### config.mk
export PLATFORM = sky130hd
export DESIGN_NAME = burst_tx_engine
export DESIGN_NICKNAME = d
export VERILOG_FILES = /design/src/rtl/burst_pkg.sv /design/src/rtl/bit_sync.sv /design/src/rtl/strobe_gen.sv /design/src/rtl/burst_tx_engine.sv
export SDC_FILE = /design/constraint.sdc
export NUM_CORES = 1
export LEC_CHECK = 0
export BUFFER_PORTS_ARGS = -buffer_cell sky130_fd_sc_hd__buf_2
export CAP_MARGIN = 20
export CORE_ASPECT_RATIO = 1.75
export CORE_UTILIZATION = 52
export DETAILED_ROUTE_END_ITERATION = 10
export PLACE_DENSITY = 0.65
export SYNTH_ARGS = -nofsm -noshare
export SYNTH_HDL_FRONTEND = slang
export SYNTH_SLANG_ARGS = --single-unit
### constraint.sdc
create_clock -name clk -period 3.6 [get_ports clk]
set_input_delay 0.54 -clock clk [delete_from_list [all_inputs] [get_ports clk]]
set_output_delay 0.54 -clock clk [all_outputs]
set_load 0.05 [all_outputs]
### src/rtl/burst_pkg.sv
package burst_pkg;

    typedef enum logic [1:0] {
        ST_IDLE = 2'd0,
        ST_LOAD = 2'd1,
        ST_WAIT = 2'd2,
        ST_SEND = 2'd3
    } burst_state_e;

    localparam logic [15:0] CRC_POLY = 16'h1021;
    localparam logic [15:0] CRC_SEED = 16'hFFFF;
    localparam int          CRC_LEN  = 16;

    function automatic logic [15:0] crc16_step(input logic [15:0] crc, input logic din);
        logic fb;
        fb = crc[15] ^ din;
        return {crc[14:0], 1'b0} ^ (fb ? CRC_POLY : 16'h0000);
    endfunction

endpackage

### src/rtl/bit_sync.sv
module bit_sync #(
    parameter int WIDTH  = 1,
    parameter int STAGES = 2
) (
    input  logic             clk,
    input  logic             rst_n,
    input  logic [WIDTH-1:0] d,
    output logic [WIDTH-1:0] q
);
    logic [WIDTH-1:0] stage_q [STAGES];

    for (genvar s = 0; s < STAGES; s++) begin : g_stage
        always_ff @(posedge clk or negedge rst_n) begin
            if (!rst_n) begin
                stage_q[s] <= '0;
            end else if (s == 0) begin
                stage_q[s] <= d;
            end else begin
                stage_q[s] <= stage_q[(s == 0) ? 0 : s-1];
            end
        end
    end

    assign q = stage_q[STAGES-1];
endmodule

### src/rtl/strobe_gen.sv
module strobe_gen #(
    parameter int DIV_FAST = 50,
    parameter int DIV_SLOW = 200
) (
    input  logic clk,
    input  logic rst_n,
    input  logic run,
    input  logic slow,
    output logic tick_first,
    output logic tick_last
);
    localparam int DIV_MAX = (DIV_FAST > DIV_SLOW) ? DIV_FAST : DIV_SLOW;
    localparam int TW      = $clog2(DIV_MAX + 1);
    localparam logic [TW-1:0] LIM_FAST = TW'(DIV_FAST - 1);
    localparam logic [TW-1:0] LIM_SLOW = TW'(DIV_SLOW - 1);

    logic [TW-1:0] cnt_d, cnt_q;
    logic [TW-1:0] lim;

    always_comb begin
        lim        = slow ? LIM_SLOW : LIM_FAST;
        tick_first = run && (cnt_q == '0);
        tick_last  = run && (cnt_q == lim);
        if (!run || tick_last) begin
            cnt_d = '0;
        end else begin
            cnt_d = cnt_q + 1'b1;
        end
    end

    always_ff @(posedge clk or negedge rst_n) begin
        if (!rst_n) cnt_q <= '0;
        else        cnt_q <= cnt_d;
    end

    // the period counter never runs past the selected limit
    assert_period_bound_R6: assert property (@(posedge clk) disable iff (!rst_n)
        run |-> (cnt_q <= lim));

    // inside a bit period the counter advances by one per cycle
    assert_period_step_R6: assert property (@(posedge clk) disable iff (!rst_n)
        (run && !tick_last) |=> (!run || cnt_q == $past(cnt_q) + 1'b1));
endmodule

### src/rtl/burst_tx_engine.sv
module burst_tx_engine
    import burst_pkg::*;
#(
    parameter int MAX_BITS       = 256,
    parameter int ADDR_W         = 6,
    parameter int PAY_W          = 9,
    parameter int STARTUP_CYCLES = 10100,
    parameter int DIV_FAST       = 50,
    parameter int DIV_SLOW       = 200,
    parameter int SYNC_STAGES    = 2
) (
    input  logic              clk,
    input  logic              rst_n,
    input  logic              ce_in,
    input  logic              host_clk,
    input  logic              host_data,
    input  logic              cfg_crc_en,
    input  logic              cfg_rate_slow,
    input  logic [ADDR_W-1:0] cfg_addr_bits,
    input  logic [PAY_W-1:0]  cfg_payload_bits,
    output logic              tx_bit,
    output logic              tx_strobe,
    output logic              busy,
    output logic              overflow
);
    localparam int PTR_W = $clog2(MAX_BITS);
    localparam int CNT_W = PTR_W + 1;
    localparam int IDX_W = CNT_W + 1;
    localparam int SUM_W = ((ADDR_W > PAY_W) ? ADDR_W : PAY_W) + 2;
    localparam int DLY_W = $clog2(STARTUP_CYCLES + 1);
    localparam logic [CNT_W-1:0] MAX_C   = CNT_W'(MAX_BITS);
    localparam logic [DLY_W-1:0] DLY_END = DLY_W'(STARTUP_CYCLES - 1);

    typedef struct packed {
        burst_state_e          state;
        logic                  ce_prev;
        logic                  hclk_prev;
        logic [CNT_W-1:0]      cnt;
        logic [15:0]           crc;
        logic [MAX_BITS-1:0]   store;
        logic                  ovf;
        logic [CNT_W-1:0]      flen;
        logic                  crc_en;
        logic                  slow;
        logic [DLY_W-1:0]      dly;
        logic [IDX_W-1:0]      idx;
    } eng_regs_t;

    eng_regs_t r_d, r_q;

    logic [2:0] sync_q;
    logic       ce_s, hclk_s, data_s;
    logic       ce_rise, ce_fall, hclk_rise;
    logic [SUM_W-1:0] len_sum;
    logic [CNT_W-1:0] cfg_flen;
    logic [IDX_W-1:0] total_bits;
    logic       in_frame;
    logic       tick_first, tick_last;

    bit_sync #(.WIDTH(3), .STAGES(SYNC_STAGES)) u_sync (
        .clk   (clk),
        .rst_n (rst_n),
        .d     ({ce_in, host_clk, host_data}),
        .q     (sync_q)
    );

    strobe_gen #(.DIV_FAST(DIV_FAST), .DIV_SLOW(DIV_SLOW)) u_strobe (
        .clk        (clk),
        .rst_n      (rst_n),
        .run        (r_q.state == ST_SEND),
        .slow       (r_q.slow),
        .tick_first (tick_first),
        .tick_last  (tick_last)
    );

    always_comb begin
        ce_s      = sync_q[2];
        hclk_s    = sync_q[1];
        data_s    = sync_q[0];
        ce_rise   = ce_s && !r_q.ce_prev;
        ce_fall   = !ce_s && r_q.ce_prev;
        hclk_rise = hclk_s && !r_q.hclk_prev;

        len_sum  = SUM_W'(cfg_addr_bits) + SUM_W'(cfg_payload_bits);
        cfg_flen = (len_sum > SUM_W'(MAX_BITS)) ? MAX_C : CNT_W'(len_sum);

        total_bits = IDX_W'(r_q.flen) + (r_q.crc_en ? IDX_W'(CRC_LEN) : '0);
        in_frame   = r_q.idx < IDX_W'(r_q.flen);

        r_d           = r_q;
        r_d.ce_prev   = ce_s;
        r_d.hclk_prev = hclk_s;

        unique case (r_q.state)
            ST_IDLE: begin
                if (ce_rise) begin
                    r_d.state = ST_LOAD;
                    r_d.cnt   = '0;
                    r_d.crc   = CRC_SEED;
                    r_d.ovf   = 1'b0;
                end
            end
            ST_LOAD: begin
                if (ce_fall) begin
                    r_d.state  = ST_WAIT;
                    r_d.dly    = '0;
                    r_d.flen   = cfg_flen;
                    r_d.crc_en = cfg_crc_en;
                    r_d.slow   = cfg_rate_slow;
                end else if (hclk_rise) begin
                    if (r_q.cnt < MAX_C) begin
                        r_d.store[r_q.cnt[PTR_W-1:0]] = data_s;
                        if (r_q.cnt < cfg_flen) begin
                            r_d.crc = crc16_step(r_q.crc, data_s);
                        end
                        r_d.cnt = r_q.cnt + 1'b1;
                    end else begin
                        r_d.ovf = 1'b1;
                    end
                end
            end
            ST_WAIT: begin
                if (r_q.dly == DLY_END) begin
                    r_d.state = ST_SEND;
                    r_d.idx   = '0;
                end else begin
                    r_d.dly = r_q.dly + 1'b1;
                end
            end
            ST_SEND: begin
                if (tick_last) begin
                    if (!in_frame) begin
                        r_d.crc = {r_q.crc[14:0], 1'b0};
                    end
                    if (r_q.idx == total_bits - 1'b1) begin
                        r_d.state = ST_IDLE;
                    end else begin
                        r_d.idx = r_q.idx + 1'b1;
                    end
                end
            end
            default: r_d.state = ST_IDLE;
        endcase
    end

    always_ff @(posedge clk or negedge rst_n) begin
        if (!rst_n) begin
            r_q       <= '0;
            r_q.state <= ST_IDLE;
            r_q.crc   <= CRC_SEED;
        end else begin
            r_q <= r_d;
        end
    end

    always_comb begin
        busy      = (r_q.state == ST_WAIT) || (r_q.state == ST_SEND);
        tx_strobe = (r_q.state == ST_SEND) && tick_first;
        overflow  = r_q.ovf;
        if (r_q.state != ST_SEND) begin
            tx_bit = 1'b0;
        end else if (in_frame) begin
            tx_bit = r_q.store[r_q.idx[PTR_W-1:0]];
        end else begin
            tx_bit = r_q.crc[15];
        end
    end

    // a strobe is only ever seen during a burst
    assert_strobe_in_burst_R11: assert property (@(posedge clk) disable iff (!rst_n)
        tx_strobe |-> busy);

    // overflow only clears at the start of a new load
    assert_overflow_sticky_R7: assert property (@(posedge clk) disable iff (!rst_n)
        (r_q.ovf && !(r_q.state == ST_IDLE && ce_rise)) |=> r_q.ovf);

    // busy drops only at the end of a bit period
    assert_busy_end_R8: assert property (@(posedge clk) disable iff (!rst_n)
        $fell(busy) |-> $past(tick_last));

    // the start-up wait is not cut short
    assert_wait_hold_R5: assert property (@(posedge clk) disable iff (!rst_n)
        (r_q.state == ST_WAIT && r_q.dly != DLY_END) |=> (r_q.state == ST_WAIT));

    // the stored packet is frozen while busy
    assert_store_frozen_R9: assert property (@(posedge clk) disable iff (!rst_n)
        busy |=> $stable(r_q.store));
endmodule

; Yosys cells after proc, flatten, opt, wreduce, memory -nomap -nowiden
; Cells that the tools add are included.
[word_totals]
reg_bits = 335
in_bits = 22
out_inout_bits = 4
wordCells = 116
[classes]
addsub = 7
order_cmp = 7
eq_ne = 20
n_mux = 37
n_bitwise = 3
n_reduce_logical = 27
[ops]
columns = cell, n
row1 = 282-bit 2-to-1 mux, 2
row2 = 281-bit 2-to-1 mux, 1
row3 = 256-bit bitwise mux, 1
row4 = 16-bit 2-to-1 mux, 3
row5 = 16-bit one-hot mux with 3 select lines, 1
row6 = 10-bit 2-to-1 mux, 3
row7 = 14-bit 2-to-1 mux, 2
row8 = "2-bit != test, second input constant", 14
row9 = 14-bit one-hot mux with 2 select lines, 1
row10 = 25-bit 2-to-1 mux, 1
row11 = 10-bit one-hot mux with 2 select lines, 1
row12 = "8-bit by 9-bit < comparator with 1-bit output, second input constant", 2
row13 = 9-bit one-hot mux with 2 select lines, 1
row14 = 8-bit 2-to-1 mux, 2
row15 = 16-bit by 13-bit bitwise XOR with 16-bit output, 1
row16 = 5-bit AND reduction, 3
row17 = "14-bit by 1-bit adder with 14-bit output, second input constant", 1
row18 = "14-bit == test, second input constant", 1
row19 = 13-bit 2-to-1 mux, 1
row20 = "10-bit by 1-bit adder with 10-bit output, second input constant", 1
row21 = 6-bit by 9-bit adder with 10-bit output, 1
row22 = 9-bit by 5-bit adder with 10-bit output, 1
row23 = 10-bit == test, 1
row24 = "10-bit by 9-bit > comparator with 1-bit output, second input constant", 1
row25 = 31 further kinds, 54

; Longest topological paths before layout
; Gate-level depths: netlist (run 1).
[depth]
word_depth = 9
ltp_mapped = 20

; Modules after synthesis
; A second synthesis (run 1) with hierarchy kept.
[unflattened]
cells_unflattened = 1676
area_unflattened_um2 = 18412.7
[modules_own_cells]
columns = module, instances, cells_per_inst, area_each_um2
row1 = burst_tx_engine, 1, 1618, 17760.8
row2 = strobe_gen, 1, 49, 479.2
row3 = bit_sync, 1, 9, 172.7

; Worst setup path after synthesis (run 1)
; OpenSTA, ideal clock, no wires.
[synth_path]
path_kind = input to register
from = input port cfg_addr_bits[0]
to = register r_q[298] (netlist bit)
t_arrival_ns = 4.252
required_time_ns = 3.540
path_slack_ns = -0.712
path_stages = 20
path_buffers = 2
cell_sequence = ha_1 fa_1 a211oi_1 nor2_1 o21ai_0 nor4_1 or2_2 clkbuf_1 o21bai_1 nand2_1 ha_1 a21oi_1 nor2b_1 o21ai_0 a21oi_1 a221o_1 a21o_1 a21oi_4 buf_2 o221a_2
[synth_via]
elab_chain_len = 6
[synth_rtl]
columns = element, line_no
row1 = "start, declared", burst_tx_engine.sv:19  ; input logic [ADDR_W-1:0] cfg_addr_bits,
row2 = 6-bit by 9-bit adder with 10-bit output (*), burst_tx_engine.sv:84  ; len_sum = SUM_W'(cfg_addr_bits) + SUM_W'(cfg_payload_bits);
row3 = 10-bit by 9-bit > comparator with 1-bit output, burst_tx_engine.sv:85  ; cfg_flen = (len_sum > SUM_W'(MAX_BITS)) ? MAX_C : CNT_W'(len_sum);
row4 = 9-bit 2-to-1 mux (*), burst_tx_engine.sv:85
row5 = 9-bit < comparator (*), burst_tx_engine.sv:113  ; if (r_q.cnt < cfg_flen) begin
row6 = 2-bit != test (no source line) (*), --
row7 = 8-bit AND reduction (no source line) (*), --
row8 = "end signal, assigned", burst_tx_engine.sv:152  ; r_q <= r_d;
row9 = "end, declared", burst_tx_engine.sv:49  ; eng_regs_t r_d, r_q;
; Mark *: on every way between the ends. The rest lies on a longest branch, timed or not.
; A chain may end at the register's enable or synchronous reset.

; Final worst setup path (run 1)
[layout_path]
from = register r_q[0] (netlist bit)
to = output port tx_bit
[layout_via]
elab_chain_len = 4
word_cells_on_any_way = 5
[layout_rtl]
columns = element, line_no
row1 = 1-bit binary-select mux with 8-bit select, burst_tx_engine.sv:163  ; tx_bit = r_q.store[r_q.idx[PTR_W-1:0]];
row2 = 1-bit 2-to-1 mux (not written as such), burst_tx_engine.sv:163
row3 = 1-bit 2-to-1 mux (*), burst_tx_engine.sv:162  ; end else if (in_frame) begin
row4 = 1-bit 2-to-1 mux (*), burst_tx_engine.sv:160  ; if (r_q.state != ST_SEND) begin
row5 = "end, declared", burst_tx_engine.sv:21  ; output logic tx_bit,
; Mark *: on every way between the ends. The rest lies on a longest branch, timed or not. The select of a mux whose other input is x is not followed.

==> results of run 1 <==
-- final cells by class --
| class | count | area share |
|---|---|---|
| timing repair buffer | 144 | 0.0623 |
| multi-input combinational | 1166 | 0.449 |
| tap | 460 | 0.0271 |
| inverter | 33 | 0.00584 |
| clock inverter | 7 | 0.00649 |
| clock buffer | 55 | 0.0525 |
| sequential | 335 | 0.396 |
-- synth_stat cells (7+ instances only) --
cell type / instances
sky130_fd_sc_hd__xor2_1: 28
sky130_fd_sc_hd__a22oi_1: 12
sky130_fd_sc_hd__mux2_1: 36
sky130_fd_sc_hd__a21oi_1: 25
sky130_fd_sc_hd__or3_1: 9
sky130_fd_sc_hd__mux2i_1: 11
sky130_fd_sc_hd__clkbuf_1: 73
sky130_fd_sc_hd__inv_1: 32
sky130_fd_sc_hd__and3_1: 11
sky130_fd_sc_hd__nand4_1: 17
sky130_fd_sc_hd__a21o_1: 7
sky130_fd_sc_hd__dfrtp_1: 319
sky130_fd_sc_hd__nor2b_1: 16
sky130_fd_sc_hd__mux2_2: 212
sky130_fd_sc_hd__nor2_1: 189
sky130_fd_sc_hd__ha_1: 46
sky130_fd_sc_hd__nand3_1: 44
sky130_fd_sc_hd__nand2_1: 232
sky130_fd_sc_hd__o211ai_1: 7
sky130_fd_sc_hd__o21ai_0: 51
sky130_fd_sc_hd__dfstp_2: 16
sky130_fd_sc_hd__mux4_2: 71
sky130_fd_sc_hd__xnor2_1: 10
sky130_fd_sc_hd__buf_2: 24
sky130_fd_sc_hd__o221a_2: 13
sky130_fd_sc_hd__nor3_1: 17
sky130_fd_sc_hd__nand2b_1: 13
-- worst max-delay path: stages, from the launching register on --
cell and delay [ns]:
sky130_fd_sc_hd__dfrtp_4 0.56, sky130_fd_sc_hd__buf_4 0.17, sky130_fd_sc_hd__buf_12 0.12, sky130_fd_sc_hd__buf_16 0.14, sky130_fd_sc_hd__buf_4 0.13, sky130_fd_sc_hd__mux4_2 0.45, sky130_fd_sc_hd__a22oi_1 0.18, sky130_fd_sc_hd__a21oi_1 0.10
sky130_fd_sc_hd__nor2_2 0.22, sky130_fd_sc_hd__o21ai_1 0.14, sky130_fd_sc_hd__a41oi_2 0.23, sky130_fd_sc_hd__o22ai_2 0.12, sky130_fd_sc_hd__buf_6 0.18
-- worst max-delay path by stage --
stage / startpoint / endpoint / slack, ns
finish: r_q[0] / tx_bit / -0.22
CTS: r_q[0] / tx_bit / -0.19
detailed placement: cfg_addr_bits[0] / r_q[296] / -0.64
floorplan: cfg_addr_bits[0] / r_q[296] / -0.28
global route: r_q[0] / tx_bit / -0.24
global placement: cfg_addr_bits[0] / r_q[296] / -0.60
-- power by group through the flow --
stage / sequential (W) / clock, W / combinational, W
2_1_floorplan: 0.00425 / 0 / 0.00244
3_3_place_gp: 0.00439 / 0 / 0.00333
3_5_place_dp: 0.00439 / 0 / 0.00339
4_1_cts: 0.00434 / 0.00400 / 0.00366
5_1_grt: 0.00437 / 0.00415 / 0.00420
6_report: 0.00434 / 0.00394 / 0.00388
-- logic make-up (layout without fill, tap and decap cells) --
family | count (synthesis) | in the layout | share of synthesized area
adders and majority gates | 48 | 48 | 0.0338
AOI/OAI and AO/OA | 164 | 164 | 0.0635
muxes | 330 | 330 | 0.247
buffers and inverters | 141 | 239 | 0.0316
xor gates and xnor gates | 38 | 38 | 0.0183
DFF | 335 | 335 | 0.462
and+or+nand+nor | 586 | 586 | 0.144
-- timing repair --
action | in CTS | in global routing
gates resized for setup | 26 | 13
endpoints found under the setup margin | 16 | 21
cloned | 3 | 1
buffers inserted | 9 | 12
endpoints found under the hold margin | 0 | 0
pin swaps | 7 | 5
-- stage by stage --
step | hold WS (ns) | worst slack [ns] | std cells
floorplan | 0.244 | -0.282 | 1642
global placement | 0.334 | -0.598 | 2113
detailed placement | 0.337 | -0.640 | 2113
CTS | 0.0851 | -0.191 | 2187
global route | 0.100 | -0.244 | 2200
finish | 0.0476 | -0.217 | 2200
-- per-layer routing --
layer  wire, um  vias to the layer above
met1      18200                     6689
li1           -                     5959
met4       3180                        0
met2      26000                      400
met3       2210                      159
met5          0                        -
==> results.txt, run 1 <==
The run finished, with violations left. The checks that failed: setup timing. The multi-input combinational cells in the finished layout cover a total of 9540 um^2.

The maximum ir drop on the vdd rail is 0.000310 V, and the post-synthesis instance total is 1642. Entering global routing, the biggest net connects 190 pins. The later pin in the worst-skew pair is clocked with a latency of 0.53 ns. For the pin with the worst max-slew slack, the measured transition is 0.946 ns. In this run the power spent charging and discharging nets is 0.00390 W.

The count of hold buffers inserted by post-cts repair came out at 0. The endpoint identified for the worst register-to-register timing path is r_q[9]. At the end of the flow, the number of nets in the layout was 1784. The run gives 0 as the number of max-slew violations in the final report. The number of global-route vias before repair came out at 13900. The logs give 0 for the number of maximum-capacitance violations and 21200 um^2 for the final design area excluding fillers.

The area share of the leading cell type in the synthesized netlist came out at 0.438. The run gives 2 as the CTS H-tree depth. The tools report the clock sink count as 335. Once detail routing completed, the nets flagged for antenna violations numbered 0. Row generation in the floorplan step produced 90 rows. The filler cells instantiated in the layout total 2846. Clock tree synthesis inserted a total of 34 buffers. The power per cell area is 573 nW/um^2. In this run the critical register-to-register path is launched from r_q[27].

The met1 usage is 0.331, and the flip-flop and latch count after synthesis is 335. For this run, the number of Yosys warnings is 0. Effective utilization at floorplan: 0.528.

Most frequent standard cell in the layout excluding fill and tap cells: sky130_fd_sc_hd__dfrtp_1. The depth of the worst register-to-register path came out at 12. The root buffer cell is sky130_fd_sc_hd__clkbuf_16.

The aggregate global-route resource usage was 0.289; the final worst-path setup slack was -0.217 ns. The tools report the core footprint as 34500 um^2. The first global-routing pass estimated 77700 um of wire. The number of antenna diodes in the final layout is 0. Power comes to 0.0122 W. The final global-route overflow total is 0, and the largest fanout on the critical path is 6. Timing would allow up to 262 MHz.

The die covers 35800 um^2. The area growth from synthesis to layout is 16.6%. Share of the core filled with cells in the final layout: 0.616.

The number of failing setup endpoints in the final timing report was 1; the sequential standard cell area was 8410 um^2. Counting along the longest clock path gives a buffer depth of 3. The fraction of final layout cells with drive strength greater than 1 works out to 0.324. The worst setup path is captured at a primary output. In this run the cell area measured after placement is 19500 um^2. The period utilization came out at 1.06. Leaving out fill and tap cells, the most frequent cells in the layout are sky130_fd_sc_hd__dfrtp_1 (316), sky130_fd_sc_hd__nand2_1 (230), sky130_fd_sc_hd__mux2_2 (210). The critical path data arrival time is 3.28 ns.

Synthesis produced a netlist with a net count of 1712. After global routing, the most crowded layer is met2. The share of flip-flops with an asynchronous set or reset after synthesis was 1.00; the die extent in y was 250 um.

Quantity of I/O buffers inserted on ports: 25. For this block, the initial DRC count from the detailed router was 921. Global-route met2 utilization: 0.504.

The x dimension of the die was 143 um; the sequential area share after synthesis was 0.462. The type of the most critical hold path was in -> async. The clock network fraction of total power was 0.324. Total number of vias: 13200.

The routed design could run at a clock period as short as 3.82 ns. The relative max-transition margin was 0.364; the setup TNS was -0.217 ns. Of all cell types, the one taking the most synthesized area is sky130_fd_sc_hd__dfrtp_1.

For flop-to-flop paths, the worst setup slack is 0.15 ns. 26 I/O pins were placed. The run gives 0 as the number of design rule violations left after detail routing. The run gives 0 as the final number of hold-violating endpoints. Summing every instance area after synthesis gives 18200 um^2. The wire-length estimate of the detail-placed layout is 32600 um. The worst setup path is of the reg -> out kind. The worst setup path is launched from a flip-flop.

The fraction of power spent switching nets was 0.321. Between clock sinks in the finished design, the worst skew comes to 0.0155 ns. The tools report the leakage power summed over all cells as 9.64 nW.

In the synthesized netlist the dominant register cell turns out to be sky130_fd_sc_hd__dfrtp_1. The synthesized area per cell was 11.1 um^2. The portion of total power attributed to sequential cells came out at 0.357. The tools report the initial antenna violation count as 0.

TritonCTS built the clock tree. At the end of routability-driven placement, the weighted congestion stood at 0.851. The part of the total power dissipated in combinational logic is 0.319. The number of unique standard cell types used by synthesis came out at 81. Setup repair after global routing could not meet its margin everywhere. By area the synthesized netlist is led by sky130_fd_sc_hd__dfrtp_1 (44%), sky130_fd_sc_hd__mux2_2 (13%), sky130_fd_sc_hd__mux4_2 (8.8%). The routed design has 49600 um of wire. The detailed-routing iteration count for the pre-antenna-repair pass was 5; the via density per instance was 6.00.

The met3 global-route usage is 0.0382. The synthesized design contains 0 enable-type register cells. The cell internal power dissipation was 0.00826 W; the clock transition at the registers of the reported paths was 0.06 ns.

The critical path required time came out at 3.06 ns. The average wire length per cell after detail routing came out at 22.6 um.
Note: power is estimated with default switching activity, not from simulation.
==> run 2: changes to the inputs <==
MAX_ROUTING_LAYER = met4   (was unset)
==> results.txt, run 2 (synthesis gave the netlist of run 1 again) <==
The flow ran to the end, but the final reports show violations. Violations in the final reports: setup timing (unchanged). The critical path launch point was r_q[0] (unchanged). The slew at the pin closest to its max-slew limit is 0.954 ns (was 0.946 ns). The total number of vias is 13200 (about the same).

The count of nets after finishing came out at 1784 (unchanged). The insertion delay of the later-clocked pin in the worst-skew pair was 0.53 ns (about the same). Leading cell types in the layout, fill and taps excluded: sky130_fd_sc_hd__dfrtp_1 (316), sky130_fd_sc_hd__nand2_1 (230), sky130_fd_sc_hd__mux2_2 (210) (unchanged).

Quantity of I/O buffers inserted on ports: 25 (unchanged). For the number of maximum-capacitance violations, the log shows 0 (unchanged). The setup TNS is -0.211 ns (was -0.217 ns), and the share of the core filled with cells in the final layout is 0.616 (unchanged).

For the sum of net half-perimeters after detailed placement, the log shows 32600 um (unchanged). The aggregate global-route resource usage is 0.298 (was 0.289), and the number of diodes is 0 (unchanged). The tools report the capturing point of the worst reg2reg path as r_q[9] (unchanged).

The tools report the leakage power summed over all cells as 9.64 nW (unchanged). Critical path endpoint category: a primary output (unchanged). The logs give 0.0122 W (about the same) for the total power draw and 3.27 ns (was 3.28 ns) for the critical path data arrival time. The cell seen most often among critical-path stages is sky130_fd_sc_hd__buf_4 (unchanged). Slack of the worst reg-to-reg path: 0.15 ns (about the same). The average wire length per cell after detail routing came out at 22.5 um (was 22.6 um). Critical path required time: 3.06 ns (about the same). Maximum number of pins on one net before global-route repair: 190 (unchanged).

The tools report the aggregate routed wire length as 49600 um (about the same). For the number of max-slew violations in the final report, the log shows 0 (unchanged). Root buffer cell: sky130_fd_sc_hd__clkbuf_16 (unchanged). TritonCTS built the clock tree. The tools report the core footprint as 34500 um^2 (unchanged).

Global-route wire length before repair: 77700 um (about the same). Cell with the largest stage delay on the worst path: sky130_fd_sc_hd__dfrtp_4 (unchanged). The number of primary I/O pins came out at 26 (unchanged).

The kind of critical path is reg -> out (unchanged). The logs give 0.359 (was 0.364) for the relative max-transition margin and 13900 (about the same) for the number of global-route vias before repair. The minimum clock period came out at 3.81 ns (was 3.82 ns). Area overhead of the layout relative to synthesis: 16.6% (unchanged). The final-layout worst hold slack was 0.0416 ns (was 0.0476 ns); the largest fanout on the critical path was 6 (unchanged).

The via density per instance was 5.99 (was 6.00); the initial antenna violation count was 0 (unchanged). Period utilization: 1.06 (about the same). The final clock skew is 0.0183 ns (was 0.0155 ns), and the cell row count is 90 (unchanged).

The tools report the kind of launch point of the worst setup path as a flip-flop (unchanged). The number of failing setup endpoints in the final timing report is 2 (was 1), and the worst stage delay on the critical path is 0.55 ns (was 0.56 ns). The detailed-routing iteration count for the pre-antenna-repair pass was 5 (unchanged); the setup slack at placement was -0.640 ns (unchanged).

The logs give 263 MHz (was 262 MHz) for the highest clock frequency the design can meet and 3 (unchanged) for the number of buffers on the longest clock path. The run gives 0 (unchanged) as the count of nets left with antenna violations after detail routing. Setup repair after global routing could not meet its margin everywhere. The power per cell area was 573 nW/um^2 (about the same). The x dimension of the die came out at 143 um (unchanged).

The CTS H-tree depth is 2 (unchanged). Most frequent standard cell in the layout excluding fill and tap cells: sky130_fd_sc_hd__dfrtp_1 (unchanged). The tools report the effective utilization at floorplan as 0.528 (unchanged). The logs give -0.209 ns (was -0.217 ns) for the final worst-path setup slack and 34 (unchanged) for the number of clock buffers inserted by TritonCTS. The tools report the number of design rule violations left after detail routing as 0 (unchanged).

The startpoint of the most critical register-to-register path is r_q[27] (unchanged). The die extent in y works out to 250 um (unchanged). The maximum ir drop on the vdd rail was 0.000310 V (about the same); the clock transition at the registers of the reported paths was 0.06 ns (about the same). The type of the most critical hold path is in -> async (unchanged).

For the final global-route overflow total, the log shows 0 (unchanged). Cell Chain, Critical Path: buf_4 -> buf_12 -> buf_16 -> buf_4 -> mux4_2 -> a22oi_1 -> a21oi_1 -> nor2_2 -> o21ai_1 -> a41oi_2 -> o22ai_2 -> buf_6 (unchanged). The depth of the worst register-to-register path was 12 (unchanged). The logs give 35800 um^2 (unchanged) for the total die area and 926 (was 921) for the number of DRC violations after detailed-routing iteration 0.

The fraction of final layout cells with drive strength greater than 1 is 0.324 (unchanged). The global placer's final weighted congestion is 0.865 (was 0.851). The clock sink count came out at 335 (unchanged). Final number of hold-violating endpoints: 0 (unchanged).
run 2: cell counts in the layout (fill, tap and decap cells not counted):
No cell type changed its count.
run 2: how the worst max path moves through the flow:
stage                     to  slack [ns]  cells past startpoint
global placement    r_q[296]       -0.60                     19
finish                tx_bit       -0.21                     12
global route          tx_bit       -0.24                     10
detailed placement  r_q[296]       -0.64                     19
floorplan           r_q[296]       -0.28                     19
CTS                   tx_bit       -0.19                      9
run 2: layout make-up:
type                            instances  area [um^2]
Inverter                               33          124
Sequential cell                       335         8410
Fill cell                            2845        13200
Clock buffer                           55         1110
Clock inverter                          7          138
Timing Repair Buffer                  144         1320
Tap cell                              460          576
Multi-Input combinational cell       1166         9540
run 2: critical path: cells and delay by family (launching register included):
family | cells | cell delay [ns]
AOI/OAI and AO/OA | 5 | 0.76
buffers and inverters | 5 | 0.74
DFF | 1 | 0.55
muxes | 1 | 0.45
and+or+nand+nor | 1 | 0.22
run 2: timing repair:
item	CTS	global route
endpoints found under the setup margin	16	21
hold buffers	0	0
resized for setup	26	13
pin swaps	7	5
buffers inserted	9	12
cloned	3	1
run 2: report_power, final:
part / total (W) / internal, W / leakage [nW] / switching (W)
Clock: 0.00394 / 0.00241 / 0.614 / 0.00153
Sequential: 0.00434 / 0.00404 / 4.58 / 0.000300
Combinational: 0.00387 / 0.00181 / 4.45 / 0.00207
run 2: per-stage QoR:
stage	instances	area (um^2)
5_1_grt	2200	21200
6_report	2200	21200
3_5_place_dp	2113	19500
2_1_floorplan	1642	18400
4_1_cts	2187	21000
3_3_place_gp	2113	19500
run 2: metal layers:
layer	global-route usage	vias to the layer above	share of wire
li1	-	5961	-
met1	0.334	6685	0.37
met2	0.503	380	0.52
met3	0.0359	157	0.044
met4	0.177	0	0.066
met5	-	-	0
